--- src/rtl/ctx_regbank_pkg.sv ---
package ctx_regbank_pkg;

    // Which kind of register a port addresses
    typedef enum logic {
        TGT_GPR = 1'b0,
        TGT_SP  = 1'b1
    } reg_tgt_e;

endpackage

--- src/rtl/ctx_gpr_bank.sv ---
module ctx_gpr_bank #(
    parameter  int DATA_W   = 32,
    parameter  int NUM_CTX  = 4,
    parameter  int NUM_REGS = 4,
    localparam int CTX_W    = (NUM_CTX  > 1) ? $clog2(NUM_CTX)  : 1,
    localparam int ADDR_W   = (NUM_REGS > 1) ? $clog2(NUM_REGS) : 1
) (
    input  logic                                          clk_i,
    input  logic                                          rst_ni,
    input  logic                                          we_i,
    input  logic [CTX_W-1:0]                              wctx_i,
    input  logic [ADDR_W-1:0]                             waddr_i,
    input  logic [DATA_W-1:0]                             wdata_i,
    output logic [NUM_CTX-1:0][NUM_REGS-1:0][DATA_W-1:0]  regs_o
);

    typedef struct packed {
        logic [NUM_CTX-1:0][NUM_REGS-1:0][DATA_W-1:0] regs;
    } gpr_state_t;

    gpr_state_t st_d, st_q;

    always_comb begin
        st_d = st_q;
        if (we_i) begin
            st_d.regs[wctx_i][waddr_i] = wdata_i;
        end
    end

    always_ff @(posedge clk_i or negedge rst_ni) begin
        if (!rst_ni) begin
            st_q <= '0;
        end else begin
            st_q <= st_d;
        end
    end

    assign regs_o = st_q.regs;

    // Idle write port leaves every context untouched
    p_idle_hold_r4: assert property (@(posedge clk_i) disable iff (!rst_ni)
        !we_i |=> $stable(st_q.regs));

    for (genvar c = 0; c < NUM_CTX; c++) begin : g_iso
        // A write aimed elsewhere leaves this context alone
        p_ctx_isolate_r3: assert property (@(posedge clk_i) disable iff (!rst_ni)
            (we_i && (wctx_i != CTX_W'(c))) |=> $stable(st_q.regs[c]));
    end

endmodule

--- src/rtl/ctx_sp_bank.sv ---
module ctx_sp_bank #(
    parameter  int DATA_W    = 32,
    parameter  int NUM_CTX   = 4,
    parameter  bit SHARED    = 1'b0,
    localparam int CTX_W     = (NUM_CTX > 1) ? $clog2(NUM_CTX) : 1
) (
    input  logic                             clk_i,
    input  logic                             rst_ni,
    input  logic                             we_i,
    input  logic [CTX_W-1:0]                 wctx_i,
    input  logic [DATA_W-1:0]                wdata_i,
    output logic [NUM_CTX-1:0][DATA_W-1:0]   sp_o
);

    if (SHARED) begin : g_shared
        typedef struct packed {
            logic [DATA_W-1:0] sp;
        } sp_state_t;

        sp_state_t st_d, st_q;

        always_comb begin
            st_d = st_q;
            if (we_i) begin
                st_d.sp = wdata_i;
            end
        end

        always_ff @(posedge clk_i or negedge rst_ni) begin
            if (!rst_ni) begin
                st_q <= '0;
            end else begin
                st_q <= st_d;
            end
        end

        for (genvar c = 0; c < NUM_CTX; c++) begin : g_fan
            assign sp_o[c] = st_q.sp;
        end

        logic unused_ctx;
        assign unused_ctx = ^wctx_i;
    end else begin : g_repl
        typedef struct packed {
            logic [NUM_CTX-1:0][DATA_W-1:0] sp;
        } sp_state_t;

        sp_state_t st_d, st_q;

        always_comb begin
            st_d = st_q;
            if (we_i) begin
                st_d.sp[wctx_i] = wdata_i;
            end
        end

        always_ff @(posedge clk_i or negedge rst_ni) begin
            if (!rst_ni) begin
                st_q <= '0;
            end else begin
                st_q <= st_d;
            end
        end

        assign sp_o = st_q.sp;

        for (genvar c = 0; c < NUM_CTX; c++) begin : g_iso
            // Each context keeps its own stack pointer
            p_sp_isolate_r8: assert property (@(posedge clk_i) disable iff (!rst_ni)
                !(we_i && (wctx_i == CTX_W'(c))) |=> $stable(st_q.sp[c]));
        end
    end

endmodule

--- src/rtl/ctx_read_port.sv ---
module ctx_read_port
    import ctx_regbank_pkg::*;
#(
    parameter  int DATA_W   = 32,
    parameter  int NUM_CTX  = 4,
    parameter  int NUM_REGS = 4,
    localparam int CTX_W    = (NUM_CTX  > 1) ? $clog2(NUM_CTX)  : 1,
    localparam int ADDR_W   = (NUM_REGS > 1) ? $clog2(NUM_REGS) : 1
) (
    input  logic [NUM_CTX-1:0][NUM_REGS-1:0][DATA_W-1:0]  regs_i,
    input  logic [NUM_CTX-1:0][DATA_W-1:0]                sp_i,
    input  reg_tgt_e                                      tgt_i,
    input  logic [CTX_W-1:0]                              ctx_i,
    input  logic [ADDR_W-1:0]                             addr_i,
    output logic [DATA_W-1:0]                             data_o
);

    always_comb begin
        if (tgt_i == TGT_SP) begin
            data_o = sp_i[ctx_i];
        end else begin
            data_o = regs_i[ctx_i][addr_i];
        end
    end

endmodule

--- src/rtl/ctx_regbank.sv ---
module ctx_regbank
    import ctx_regbank_pkg::*;
#(
    parameter  int DATA_W    = 32,
    parameter  int NUM_CTX   = 4,
    parameter  int NUM_REGS  = 4,
    parameter  bit SP_SHARED = 1'b0,
    localparam int CTX_W     = (NUM_CTX  > 1) ? $clog2(NUM_CTX)  : 1,
    localparam int ADDR_W    = (NUM_REGS > 1) ? $clog2(NUM_REGS) : 1
) (
    input  logic              clk,
    input  logic              rst_n,
    input  logic              wr_en,
    input  logic              wr_sp,
    input  logic [CTX_W-1:0]  wr_ctx,
    input  logic [ADDR_W-1:0] wr_addr,
    input  logic [DATA_W-1:0] wr_data,
    input  logic              rda_sp,
    input  logic [CTX_W-1:0]  rda_ctx,
    input  logic [ADDR_W-1:0] rda_addr,
    output logic [DATA_W-1:0] rda_data,
    input  logic              rdb_sp,
    input  logic [CTX_W-1:0]  rdb_ctx,
    input  logic [ADDR_W-1:0] rdb_addr,
    output logic [DATA_W-1:0] rdb_data
);

    logic [NUM_CTX-1:0][NUM_REGS-1:0][DATA_W-1:0] regs_w;
    logic [NUM_CTX-1:0][DATA_W-1:0]               sp_w;
    reg_tgt_e                                     wr_tgt;
    logic                                         gpr_we, sp_we;

    assign wr_tgt = reg_tgt_e'(wr_sp);
    assign gpr_we = wr_en && (wr_tgt == TGT_GPR);
    assign sp_we  = wr_en && (wr_tgt == TGT_SP);

    ctx_gpr_bank #(
        .DATA_W   (DATA_W),
        .NUM_CTX  (NUM_CTX),
        .NUM_REGS (NUM_REGS)
    ) gpr_i (
        .clk_i   (clk),
        .rst_ni  (rst_n),
        .we_i    (gpr_we),
        .wctx_i  (wr_ctx),
        .waddr_i (wr_addr),
        .wdata_i (wr_data),
        .regs_o  (regs_w)
    );

    ctx_sp_bank #(
        .DATA_W  (DATA_W),
        .NUM_CTX (NUM_CTX),
        .SHARED  (SP_SHARED)
    ) sp_i (
        .clk_i   (clk),
        .rst_ni  (rst_n),
        .we_i    (sp_we),
        .wctx_i  (wr_ctx),
        .wdata_i (wr_data),
        .sp_o    (sp_w)
    );

    ctx_read_port #(
        .DATA_W   (DATA_W),
        .NUM_CTX  (NUM_CTX),
        .NUM_REGS (NUM_REGS)
    ) rda_i (
        .regs_i (regs_w),
        .sp_i   (sp_w),
        .tgt_i  (reg_tgt_e'(rda_sp)),
        .ctx_i  (rda_ctx),
        .addr_i (rda_addr),
        .data_o (rda_data)
    );

    ctx_read_port #(
        .DATA_W   (DATA_W),
        .NUM_CTX  (NUM_CTX),
        .NUM_REGS (NUM_REGS)
    ) rdb_i (
        .regs_i (regs_w),
        .sp_i   (sp_w),
        .tgt_i  (reg_tgt_e'(rdb_sp)),
        .ctx_i  (rdb_ctx),
        .addr_i (rdb_addr),
        .data_o (rdb_data)
    );

    // A general write is visible on port A in the next cycle
    p_write_lands_r2: assert property (@(posedge clk) disable iff (!rst_n)
        (wr_en && !wr_sp) |=>
            (rda_sp || (rda_ctx != $past(wr_ctx)) || (rda_addr != $past(wr_addr))
             || (rda_data == $past(wr_data))));

    // A stack-pointer write never reaches a general register
    p_sp_spares_gpr_r10: assert property (@(posedge clk) disable iff (!rst_n)
        (wr_en && wr_sp) |=> $stable(regs_w));

    if (SP_SHARED) begin : g_shared_chk
        // Any two contexts see the same stack pointer
        p_sp_common_r9: assert property (@(posedge clk) disable iff (!rst_n)
            (rda_sp && rdb_sp) |-> (rda_data == rdb_data));
    end

endmodule

--- config.mk ---
export PLATFORM = sky130hd
export DESIGN_NAME = ctx_regbank
export DESIGN_NICKNAME = d
export VERILOG_FILES = /design/src/rtl/ctx_regbank_pkg.sv /design/src/rtl/ctx_gpr_bank.sv /design/src/rtl/ctx_sp_bank.sv /design/src/rtl/ctx_read_port.sv /design/src/rtl/ctx_regbank.sv
export SDC_FILE = /design/constraint.sdc
export NUM_CORES = 1
export LEC_CHECK = 0
export ABC_AREA = 0
export BUFFER_PORTS_ARGS = -buffer_cell sky130_fd_sc_hd__buf_2
export CAP_MARGIN = 20
export CORE_MARGIN = 4
export CORE_UTILIZATION = 45
export DETAILED_ROUTE_END_ITERATION = 10
export PLACE_DENSITY_LB_ADDON = 0.12
export SLEW_MARGIN = 10
export SYNTH_ARGS = -nofsm -noshare
export SYNTH_HDL_FRONTEND = slang
export SYNTH_HIERARCHICAL = 1
export SYNTH_SLANG_ARGS = --single-unit
--- constraint.sdc ---
create_clock -name clk -period 1.25 [get_ports clk]
set_input_delay 0.0625 -clock clk [delete_from_list [all_inputs] [get_ports clk]]
set_output_delay 0.0625 -clock clk [all_outputs]
set_load 0.02 [all_outputs]
==> metrics.txt, run 1 <==
status finished, violations left; violated checks setup timing; antenna-violating nets left 0; fin area 43700 sq um; CTS tree done; core outline area 75900 sq um; Comb pwr share 0.243; Leak 0.0195 uW; initial antenna violation count 3; I/O Pins 114; Die Span X 285 um; switching share of power 0.287; most common cell after layout, fill and taps aside mux2_2; area leader, netlist dfrtp_1; Clk pwr share 0.337; Skew-Pair Late Insertion Delay 0.61 ns; Worst Hold Class in2async; Final setup viols 64; cts bufs inserted 75; DP Worst Slack -0.676 ns; post-layout worst setup margin -0.959 ns; mux cell area share after synthesis 0.387; DR vias/cell 6.07; DRT Wirelength 115000 um; fin crit share 1.77; area delta synth->final 26.8%; Req. time, crit path 1.19 ns; grt total ovfl 0; gpl congestion 0.848; crit path kind reg2out; crit path capture type output pin; Compound-Gate Fraction of Synth Area 0.0761; Pre-antenna DRT Iters 5; simple-gate share of the synthesized area 0.0347; share of the synthesized area in the top cell type 0.465; peak supply drop 0.00109 V; Initial Utilization 0.454; full die area 81100 sq um; R2R Setup Slk 0.22 ns; Power Dens Cells 1530 nW/um^2; Final min period 2.21 ns; clock root buffer clkbuf_16; Adder-Cell Fraction of Synth Area 0; first-pass GRT wire length 172000 um; Total Routing Usage GR 0.280; Layout Skew 0 ns; maximum clock insertion buffer count 3; Post-Syn Area per Cell 13.0 sq um; Core Rows 101; most frequent cells in the layout mux2_2 (685), dfrtp_1 (640), mux2i_1 (316); vias in the first global route 26100; Least-Margin Pin Slew 0.488 ns; Mapped Cells 2662; Reg power frac 0.419; Rel. slew slack 0.675; MaxCap Viol Count 0; Fillers 6073; pin count of the biggest net entering global routing 80; largest family of logic cells by synthesized area multiplexers; Internal 47700 uW; Setup crit start kind flop; Max Clock Freq 453 MHz; DR vias 24600; Ys Warns 6; fin nets 3019; initial detailed-routing violation count 1790; die height 285 um; drt wl/cell 28.3 um; Seq/Total Area, Yosys 0.465; RSZ-0062 raised after global routing true; Final HPWL DP 77000 um; NetSw 19200 uW; CTS sink cnt 640; library cells used by synthesis 35; XOR/XNOR share of the synthesized area 0; Worst R2R Path Depth 3; Max H-tree Level 3; mapped cell area 34500 sq um; port buffer count 113; Slew Viols, Final 0; #FFs+latches synth 640; post-route setup TNS -55.57 ns; Placed Area 40000 sq um; Worst Path Max Fanout 3; Final Hold Vio Count 0; RR Startpoint gpr_i/regs_o[377]; Arr. time, crit path 2.15 ns; residual DRC count 0; FF-to-FF End gpr_i/regs_o[377]; top post-synthesis cells by area dfrtp_1 (46%), mux2_2 (25%), mux2i_1 (9.2%); clock transition at the registers of the reported paths 0.06 ns; layout cells sized above 1 0.516; syn nets 2712
-- per-layer routing --
layer  track usage  up-vias  wire (um)
met5             0        -         23
met4        0.0938        4       3650
met3        0.0472      190       6460
met2         0.457      820      54800
met1         0.383    13000      50000
li1              -    10600          -
-- logic make-up after synthesis --
kind of cell | after synthesis
mux | 1152
flops | 640
simple gates | 240
buf+inv | 248
compound gates | 382
-- power by group through the flow --
| stage | clock network [uW] | registers, uW | logic [uW] |
|---|---|---|---|
| global route | 24000 | 28500 | 17400 |
| global placement | 0 | 27900 | 14700 |
| finish | 22600 | 28100 | 16300 |
| CTS | 23100 | 27900 | 16200 |
| floorplan | 0 | 27300 | 10700 |
| detailed placement | 0 | 28300 | 15100 |
-- stage by stage --
step	hold slack, ns	util	total power (uW)	cells
after global placement	-0.0873	0.527	42600	3879
after CTS	0.0895	0.575	67200	4059
final	0.115	0.576	66900	4060
after detailed placement	-0.0846	0.527	43300	3879
after global routing	0.124	0.576	70000	4060
after floorplan	-0.233	-	37900	2662
-- how the worst max path moves through the flow --
| stage | startpoint | cells after the start | end | slack [ns] |
|---|---|---|---|---|
| CTS | gpr_i/regs_o[487] | 4 | rda_data[7] | -0.98 |
| floorplan | rdb_ctx[1] | 6 | rdb_data[11] | -0.22 |
| global route | gpr_i/regs_o[487] | 4 | rda_data[7] | -1.00 |
| detailed placement | rda_ctx[0] | 7 | rda_data[0] | -0.68 |
| finish | gpr_i/regs_o[487] | 4 | rda_data[7] | -0.96 |
| global placement | rda_ctx[0] | 7 | rda_data[0] | -0.67 |
-- flip-flops by register name, indices dropped and copies added (netlist names) --
name          cells
gpr_i/regs_o    512
sp_i/sp_o       128
-- timing repair --
action | 4_1_cts | 5_1_grt
hold endpoints to repair | 1162 | 0
setup endpoints to repair | 64 | 65
buffers inserted | 10 | 0
resized for setup | 138 | 14
hold buffers | 34 | 0
pin swaps | 54 | 0
gates cloned | 0 | 0
-- critical path, cell delays in order (launching register included) --
cell and delay [ns]:
dfrtp_1 0.39, mux4_2 0.52, a211oi_4 0.35, o31ai_4 0.13, buf_6 0.15
-- synth_stat cells --
cell type    n
nor3b_2      2
buf_4       12
and2_2       1
buf_6       15
a21oi_1      2
or3_1        1
nand4bb_1    2
o22ai_1    190
nand3b_4     1
mux4_1       2
clkbuf_1    88
mux2_1      14
nand3b_1     3
a211o_1      2
or4b_1       2
o31ai_1     62
dfrtp_1    640
and2_1       2
nand2_1    130
and3b_1      2
nand2b_1    12
buf_1        2
nor2_1      12
buf_2      123
mux2_2     756
and2b_2      1
clkbuf_2     4
mux2i_1    316
buf_12       4
nor2b_1     63
nand3_1      4
or2_2        2
o21ai_0      2
a211oi_1   124
mux4_2      64
-- final cells by class --
class	count	area [sq um]	share of cell area
multi-input combinational	1774	18700	0.429
sequential	640	16000	0.366
timing repair buffer	478	5130	0.117
clock buffer	118	2310	0.0528
tap	1030	1290	0.0295
clock inverter	19	235	0.00538
antenna	1	2.50	0.0000572
Power figures use the tool's default switching activity.
==> run 2: changes to the inputs <==
CORE_MARGIN = 2   (was 4)
CORE_UTILIZATION = 59   (was 45)
CTS_BUF_LIST = sky130_fd_sc_hd__clkbuf_8   (was not set)
==> metrics.txt, run 2 (same netlist as run 1, synthesis figures left out) <==
Max Used Layer met5; Reg power frac 0.444; post-layout worst setup margin -1.05 ns; DRT met1 WL 44500 um; most common cell after layout, fill and taps aside mux2_2; Leak 0.0196 uW; clock root buffer clkbuf_8; antenna-violating nets left 0; residual DRC count 0; DR vias 25400; violated checks setup timing; non-filler instance count after layout 3846; Comb pwr share 0.253; Final Hold Vio Count 0; full die area 60400 sq um; most frequent cells in the layout mux2_2 (685), dfrtp_1 (640), mux2i_1 (316); Final setup viols 64; layout cells sized above 1 0.516; Die Span X 246 um; vias in the first global route 26700; met3 wire length 8010 um; drt wl/cell 28.4 um; CP Buf/Inv Count 1; CTS sink cnt 640; initial antenna violation count 6; port buffer count 113; Worst Path Max Fanout 3; PnR Total Power 63400 uW; crit path capture type output pin; Power Dens Cells 1470 nW/um^2; crit path kind reg2out; gpl congestion 0.866; NetSw 18900 uW; Req. time, crit path 1.19 ns; Initial Utilization 0.598; Max Clock Freq 434 MHz; Least-Margin Pin Slew 0.963 ns; Worst Hold Class in2reg; Max H-tree Level 3; core outline area 57700 sq um; Pre-antenna DRT Iters 5; Core Rows 88; WL met2 51000 um; fin crit share 1.84; RSZ-0062 raised after global routing true; die height 246 um; initial detailed-routing violation count 2091; fin nets 3045; I/O Pins 114; status finished, violations left; Skew-Pair Late Insertion Delay 0.69 ns; Fillers 3675; Final min period 2.30 ns; Arr. time, crit path 2.24 ns; Rel. slew slack 0.358; kind of cell adding the most delay to the critical path multiplexers; cts bufs inserted 110; crit-path cells mux4_2 -> a211oi_4 -> o31ai_4 -> buf_6; DRT Wirelength 109000 um; maximum clock insertion buffer count 3; clock transition at the registers of the reported paths 0.06 ns; crit-path max cell delay 0.51 ns; first-pass GRT wire length 165000 um; switching share of power 0.298; Clk pwr share 0.303; pin count of the biggest net entering global routing 78; Internal 44500 uW; Total Routing Usage GR 0.365; post-route setup TNS -61.55 ns; Setup crit start kind flop; Layout Skew 0 ns; peak supply drop 0.000999 V; grt total ovfl 0; area delta synth->final 25.2%; DR vias/cell 6.60; Placed Cells 3607; CTS tree done; max reg flops 512; Slew Viols, Final 0; Slowest-stage cell, CP mux4_2; MaxCap Viol Count 0; Final HPWL DP 71400 um
[run 2: changes by cell type in the layout (fill, tap and decap cells not counted), moves of 18 or more]
cell	previous run	this run
clkbuf_8	23	141
buf_12	122	147
buf_4	234	202
clkbuf_16	77	0
inv_1	0	39
clkbuf_1	18	0
[run 2: area by class of cell]
| cell class | instances | area [sq um] | share of cell area |
|---|---|---|---|
| Clock buffer | 141 | 1940 | 0.0450 |
| Sequential cell | 640 | 16000 | 0.371 |
| Clock inverter | 53 | 302 | 0.00698 |
| Timing Repair Buffer | 469 | 5360 | 0.124 |
| Antenna cell | 4 | 10.0 | 0.000232 |
| Multi-Input combinational cell | 1774 | 18600 | 0.430 |
| Tap cell | 765 | 957 | 0.0222 |
[run 2: repair_timing]
action                                  4_1_cts  5_1_grt
endpoints found under the hold margin      1280        0
pin swaps                                    54        0
gates resized for setup                     106       22
buffers inserted                              7        0
hold buffers                                 36        0
endpoints found under the setup margin       64      441
[run 2: power by group through the flow]
stage	clock, uW	sequential [uW]	combinational, uW
after floorplan	0	27300	10700
after global placement	0	27800	14500
after detailed placement	0	28300	15000
after CTS	19500	28000	15900
after global routing	20500	28600	17000
final	19200	28100	16100
[run 2: routing by layer]
layer	vias up	track usage
li1	10700	-
met1	13200	0.484
met2	1143	0.577
met3	311	0.0696
met4	2	0.181
met5	-	0
[run 2: final timing paths]
check	startpoint	endpoint	slack [ns]	cells after the start
setup / recovery	gpr_i/regs_o[123]	rdb_data[27]	-1.05	4
hold / removal	wr_addr[1]	gpr_i/regs_o[144]	0.08	4
setup reg to reg	gpr_i/regs_o[123]	gpr_i/regs_o[123]	0.33	2
hold reg to reg	gpr_i/regs_o[397]	gpr_i/regs_o[397]	0.51	1
max in group asynchronous	rst_n	sp_i/sp_o[125]	0.15	4
min in group asynchronous	rst_n	gpr_i/regs_o[452]	0.27	3
[run 2: stage by stage]
step                instance area, sq um  hold slack (ns)  setup WS [ns]  utilization
floorplan                          35600           -0.233         -0.217            -
global placement                   39900          -0.0614         -0.660        0.692
detailed placement                 39900          -0.0606         -0.676        0.692
CTS                                43100           0.0247          -1.07        0.747
global route                       43200           0.0723          -1.10        0.748
finish                             43200           0.0798          -1.05        0.748
[run 2: worst reg2reg max path: stages, from the launching register on]
cell and delay [ns]:
dfrtp_1 0.40, buf_4 0.14, mux2_4 0.26
